<file path="src/rtl/tbw_pkg.sv">
package tbw_pkg;

    localparam int WORD_W = 32;
    localparam int BYTE_W = 8;
    localparam int ADDR_W = 8;
    localparam int PSEL_W = 3;

    // Field positions are fixed: the PHY side decodes them.
    typedef struct packed {
        logic [7:0]        upper;
        logic              trst_n;
        logic              strobe;
        logic              wen;
        logic [1:0]        spare;
        logic [PSEL_W-1:0] port;
        logic [ADDR_W-1:0] addr;
        logic [BYTE_W-1:0] data;
    } ctrl_word_t;

    typedef struct packed {
        logic              valid;
        logic [PSEL_W-1:0] port;
        logic [ADDR_W-1:0] addr;
        logic [BYTE_W-1:0] data;
    } reg_write_t;

    function automatic reg_write_t make_write(ctrl_word_t w, logic rise);
        reg_write_t r;
        r.valid = rise;
        r.port  = w.port;
        r.addr  = w.addr;
        r.data  = w.data;
        return r;
    endfunction

endpackage

</file>
<file path="src/rtl/tbw_ctrl_reg.sv">
module tbw_ctrl_reg
    import tbw_pkg::*;
(
    input  logic              clk,
    input  logic              rst,
    input  logic              we,
    input  logic [WORD_W-1:0] wdata,
    output ctrl_word_t        word
);

    always_ff @(posedge clk) begin
        if (rst)     word <= '0;
        else if (we) word <= ctrl_word_t'(wdata);
    end

    p_readback_r2: assert property (@(posedge clk) disable iff (rst)
        we |=> (WORD_W'(word) == $past(wdata)));

endmodule

</file>
<file path="src/rtl/tbw_strobe_edge.sv">
module tbw_strobe_edge
    import tbw_pkg::*;
(
    input  logic       clk,
    input  logic       rst,
    input  ctrl_word_t word,
    output logic       rise
);

    logic strobe_q;

    always_ff @(posedge clk) begin
        if (rst) strobe_q <= 1'b0;
        else     strobe_q <= word.strobe;
    end

    assign rise = word.strobe & ~strobe_q & word.wen & word.trst_n;

    // a strobe held high cannot commit twice in a row
    p_single_rise_r4: assert property (@(posedge clk) disable iff (rst)
        rise |=> !rise);

endmodule

</file>
<file path="src/rtl/tbw_port_regs.sv">
module tbw_port_regs
    import tbw_pkg::*;
#(
    parameter int NUM_REGS = 8
) (
    input  logic                       clk,
    input  logic                       rst,
    input  logic                       clear,
    input  logic                       sel,
    input  reg_write_t                 wr,
    output logic [NUM_REGS*BYTE_W-1:0] regs_o
);

    localparam int IDX_W = (NUM_REGS > 1) ? $clog2(NUM_REGS) : 1;

    logic [BYTE_W-1:0] mem [NUM_REGS];
    logic              in_range;
    logic              hit;

    assign in_range = (32'(wr.addr) < NUM_REGS);
    assign hit      = wr.valid & sel & in_range;

    always_ff @(posedge clk) begin
        if (rst || clear) begin
            for (int i = 0; i < NUM_REGS; i++) mem[i] <= '0;
        end else if (hit) begin
            mem[wr.addr[IDX_W-1:0]] <= wr.data;
        end
    end

    for (genvar g = 0; g < NUM_REGS; g++) begin : g_flat
        assign regs_o[g*BYTE_W +: BYTE_W] = mem[g];
    end

    // without a valid, selected, in-range write the bank holds
    p_hold_r8: assert property (@(posedge clk) disable iff (rst)
        (!(wr.valid && sel && (32'(wr.addr) < NUM_REGS)) && !clear) |=> $stable(regs_o));

endmodule

</file>
<file path="src/rtl/phy_testbus_wport.sv">
module phy_testbus_wport
    import tbw_pkg::*;
#(
    parameter int NUM_PORTS = 2,
    parameter int NUM_REGS  = 8,
    parameter int CLK_REG   = 6,
    parameter int CLK_BIT   = 2
) (
    input  logic                                 clk,
    input  logic                                 rst,
    input  logic                                 bus_we,
    input  logic [31:0]                          bus_wdata,
    output logic [31:0]                          ctrl_rdata,
    output logic [NUM_PORTS*NUM_REGS*BYTE_W-1:0] port_regs,
    output logic                                 phy_clk_en
);

    localparam int BANK_W = NUM_REGS * BYTE_W;
    localparam int FLAT_W = NUM_PORTS * BANK_W;

    ctrl_word_t word;
    logic       rise;
    reg_write_t wr;

    tbw_ctrl_reg u_ctrl (
        .clk   (clk),
        .rst   (rst),
        .we    (bus_we),
        .wdata (bus_wdata),
        .word  (word)
    );

    tbw_strobe_edge u_edge (
        .clk  (clk),
        .rst  (rst),
        .word (word),
        .rise (rise)
    );

    assign wr = make_write(word, rise);

    for (genvar p = 0; p < NUM_PORTS; p++) begin : g_port
        logic sel;
        assign sel = (32'(wr.port) == p);
        tbw_port_regs #(.NUM_REGS(NUM_REGS)) u_bank (
            .clk    (clk),
            .rst    (rst),
            .clear  (~word.trst_n),
            .sel    (sel),
            .wr     (wr),
            .regs_o (port_regs[p*BANK_W +: BANK_W])
        );
    end

    assign ctrl_rdata = WORD_W'(word);
    assign phy_clk_en = port_regs[CLK_REG*BYTE_W + CLK_BIT];

    // reset bit low clears every bank
    p_clear_r6: assert property (@(posedge clk) disable iff (rst)
        !word.trst_n |=> (port_regs == FLAT_W'(0)));

    // out-of-range port leaves all banks alone
    p_bad_port_r7: assert property (@(posedge clk) disable iff (rst)
        (rise && 32'(word.port) >= NUM_PORTS) |=> $stable(port_regs));

    // reset state
    p_reset_r1: assert property (@(posedge clk)
        rst |=> (ctrl_rdata == 32'd0 && port_regs == FLAT_W'(0) && !phy_clk_en));

endmodule

</file>
<file path="config.mk">
export PLATFORM = sky130hd
export DESIGN_NAME = phy_testbus_wport
export DESIGN_NICKNAME = d
export VERILOG_FILES = /design/src/rtl/tbw_pkg.sv /design/src/rtl/tbw_ctrl_reg.sv /design/src/rtl/tbw_strobe_edge.sv /design/src/rtl/tbw_port_regs.sv /design/src/rtl/phy_testbus_wport.sv
export SDC_FILE = /design/constraint.sdc
export NUM_CORES = 1
export LEC_CHECK = 0
export BUFFER_PORTS_ARGS = -buffer_cell sky130_fd_sc_hd__buf_2
export CORE_MARGIN = 4
export CORE_UTILIZATION = 54
export CTS_CLUSTER_SIZE = 28
export DETAILED_ROUTE_END_ITERATION = 8
export PLACE_DENSITY_LB_ADDON = 0.12
export SYNTH_ARGS = -nofsm -noshare
export SYNTH_HDL_FRONTEND = slang
export SYNTH_SLANG_ARGS = --single-unit
</file>
<file path="constraint.sdc">
create_clock -name clk -period 5.86 [get_ports clk]
set_clock_uncertainty 0.05 [all_clocks]
set_input_delay 1.172 -clock clk [delete_from_list [all_inputs] [get_ports clk]]
set_output_delay 1.172 -clock clk [all_outputs]
set_load 0.02 [all_outputs]
</file>
# Word-level counts from Yosys, hierarchy flattened
# Memory sizes are Yosys's and may differ from the RTL's.
# Cells that the tools add are included.
# totals
reg_bits	33
ramBits	128
input_bits	35
output_inout_bits	161
word_cells	40
mem_count	2
# mem_list
memory	depth	word_bits	rd	rd_clocked_by_memory_dff	wr	line	text
g_port[0].u_bank.mem	8	8	8	0	8	tbw_port_regs.sv:16	logic [BYTE_W-1:0] mem [NUM_REGS];
g_port[1].u_bank.mem	8	8	8	0	8	tbw_port_regs.sv:16	
# op_classes
n_lt_le_gt_ge	1
n_eq_ne	1
muxes	14
n_bitwise	9
reduce_logical	4
# op_table
operator	count
8-bit 2-to-1 mux	2
8-bit OR reduction	2
1-bit 2-to-1 mux	10
8-bit by 4-bit less-than comparator with 1-bit output, second input constant	1
1-bit bitwise AND	7
3-bit 2-to-1 mux	2
3-bit by 1-bit equality test with 1-bit output, second input constant	1
3-bit zero test	1
1-bit NOT	2
1-bit logical OR	1

# Logic depth before layout (Yosys ltp)
# logic_depth
depth_word	11
ltp_mapped	5
depth_no_buf	3

# Modules after synthesis
# From an unflattened synthesis, not the netlist that was laid out.
# hier_totals
cells_unflattened	492
area_unflattened_um2	6984.2
# by_module_without_submodules
module	instances	cells_each	area_per_inst_um2	seq_area_each_um2
tbw_port_regs (g_port[0].u_bank)	1	191	2876.5	1921.8
tbw_port_regs (g_port[1].u_bank)	1	191	2874.0	1921.8
tbw_ctrl_reg	1	103	1163.6	640.6
tbw_strobe_edge	1	3	36.3	20.0
phy_testbus_wport	1	4	33.8	0.0

# Worst setup path after synthesis
# Ideal clock, no wire load.
# synth_timing
path_kind	input port to flip-flop
from	in rst
to	mem g_port[0].u_bank.mem[0][0] (enable)
setup_time_ns	0.357
arrival_ns	2.059
required_time_ns	5.453
slack_ns	3.394
stages	4
n_path_buf	2
cell_sequence	clkbuf_1 nor2b_2 clkbuf_1 o21ai_0
# synth_lines
element	line	text
from (decl)	phy_testbus_wport.sv:10	input logic rst,
to (decl)	tbw_port_regs.sv:16	

==> flow_summary.ini <==
[synth]
synth_seq_cells = 161
synth.avg_cell_area_um2 = 13.0
ys_seq_area_share_pct = 73.2
yosys.area_share.adder_pct = 0
synth-simple-area-share_pct = 17.2
yosysTopAreaCell = edfxtp_1
synth-xor-area-share_pct = 0
synth_warnings = 0
yosys.area.top_type_share_pct = 62.5
synthCells = 475
synth.distinct_cells = 22
synth_mux_area_share_pct = 5.21
syn_nets = 510
synth_area_um2 = 6150
synth_top_family_by_area = simple AND/OR/NAND/NOR gates
synth-compound-area-share_pct = 1.30
synth.area.top_cells = edfxtp_1, dfxtp_1, nor2_1, mux2i_1, nand4_1

[drt]
antenna_left = 0
wl_um = 15400
drt_iter0_drc = 417
first_pass_iters = 5
routedWlPerCell_um = 19.0
route.vias.total = 4502
drc_errors = 0
vias_per_cell = 5.54

[timing]
setup_violations = 0
slew_viol_final = 0
finalCritPeriodShare_pct = 58.9
tightest_slew_ns = 1.28
rsz0062_at_grt = no
fin_tns_setup_ns = 0
fmax_mhz = 290
slew_headroom_pct = 13.7
holdWs_ns = 0.443
period_needed_ns = 3.45
hold_viol_final = 0

[clocking]
ctsResizeCount = 0
cts_tree = done
clockBufferDepth = 2
clock_sinks = 161
clk_pin_slew_ns = 0.06
root_buffer = clkbuf_16
insertion_delay_ns = 0.41
post_cts_buffers = 0
cts_buffers = 17
htreeDepth = 4
hold_buffers = 0

[worst_setup_path]
worstSetupPathType = primary input to flip-flop
startpoint_type = primary input
rr_worst_depth = 4
arrival_ns = 3.62
crit_path_end_kind = flip-flop
required_ns = 6.03
rrSetupSlack_ns = 3.05
crit_fanout = 34
r2r_end = g_port[1].u_bank.mem[5][6]
timing.rr.start = u_ctrl.word[15]

[worst_hold_path]
hold_path_class = flip-flop to flip-flop
min_delay_worst_endpoint = u_ctrl.word[29]
holdPathStages = 2
hold_start = u_ctrl.word[29]

[global_routing]
grt_overflow_total = 0
antenna_found_initial = 0
grt_first_pass_wirelength_um = 23700
grt_pass1_vias = 4389
grtUsageTotal_pct = 23.8
grt-busiest-layer = met2
use_met1_pct = 31.2
grtUsageMet2_pct = 38.0
grt_max_degree = 44
use_met3_pct = 6.74

[cells_and_area]
final_cell_mix = buf_2, nor2_1, edfxtp_1
area_growth_pct = 26.2
fin_util_pct = 70.7
antennaDiodeCount = 0
layout_commonest_cell = buf_2
drive_gt1_share_pct = 34.9
fin_area_um2 = 7760
final_nets = 695

[placed_design]
placed_area_um2 = 7160
dp_hpwl_um = 10600
gp_congestion = 0.797
buffer_ports.inserted = 195

[floorplan]
num_rows = 38
die_w_um = 115
die_h_um = 115
start_util_pct = 56.0
die_area_um2 = 13200
pin_count = 196
core_um2 = 11000

[power]
power_density_nw_per_um2 = 335
peakVddDrop_mv = 0.187
total_power_mw = 2.60
p_leak_nw = 3.43

[outcome]
status = completed

[run]
drv_cap = 0
-- sequential cells by signal (all words and copies together), names as in the netlist --
name,count
g_port.u_bank.mem,128
u_ctrl.word,32
u_edge.strobe_q,1
-- area by class of cell --
class                      instances  area, um^2
clock buffer                      18         429
tap                              140         175
clock inverter                    14         164
timing repair buffer             202        1030
fill                             788        3220
sequential                       161        4500
multi-input combinational        278        1460
-- synth_stat cells --
| master | n |
|---|---|
| nand3_1 | 8 |
| nand2_1 | 4 |
| nand3_2 | 1 |
| nand4_1 | 41 |
| nand2b_1 | 2 |
| or2_2 | 1 |
| nor4_4 | 2 |
| dfxtp_1 | 33 |
| clkbuf_1 | 16 |
| and2_1 | 2 |
| nor2b_1 | 5 |
| nor2b_2 | 1 |
| buf_6 | 4 |
| nor2_1 | 153 |
| buf_2 | 8 |
| nor3_1 | 9 |
| mux2i_1 | 32 |
| buf_1 | 5 |
| buf_4 | 3 |
| o21ai_0 | 16 |
| and3_1 | 1 |
| edfxtp_1 | 128 |
-- worst max-delay path, stage by stage --
cell     delay, ns
buf_2         0.29
nor2b_2       0.64
nand3_1       1.03
nor3_1        0.47
-- logic make-up (layout without fill, tap and decap cells) --
family                 after synthesis  in the layout
buffers and inverters               36            234
and+or+nand+nor                    230            230
DFF                                161            161
AOI/OAI and AO/OA                   16             16
muxes                               32             32
-- routing by layer --
layer  share of wire [%]  routed length [um]
met4                 2.2                 339
met1                  39                6010
met5                   0                   0
met3                  11                1690
met2                  48                7380
-- how the worst max path moves through the flow --
stage	startpoint	end	cells past startpoint
after floorplan	rst	g_port[0].u_bank.mem[0][0]	4
after global placement	rst	g_port[0].u_bank.mem[7][0]	4
after detailed placement	rst	g_port[0].u_bank.mem[7][7]	4
after CTS	rst	g_port[0].u_bank.mem[7][6]	4
after global routing	rst	g_port[0].u_bank.mem[7][7]	4
final	rst	g_port[0].u_bank.mem[7][0]	4
-- per-stage QoR --
step,setup WS [ns],std cells
after detailed placement,2.04,780
after floorplan,3.39,475
after global placement,2.22,780
after global routing,2.09,813
final,2.41,813
after CTS,2.49,812
-- power by group --
part | total [mW] | switching (mW) | leakage, nW | internal, mW
clock | 1.11 | 0.440 | 0.275 | 0.667
sequential | 1.30 | 0.0310 | 1.79 | 1.27
combinational | 0.191 | 0.132 | 1.37 | 0.0591
total | 2.60 | 0.603 | 3.43 | 2.00
(Power assumes the default switching activity.)
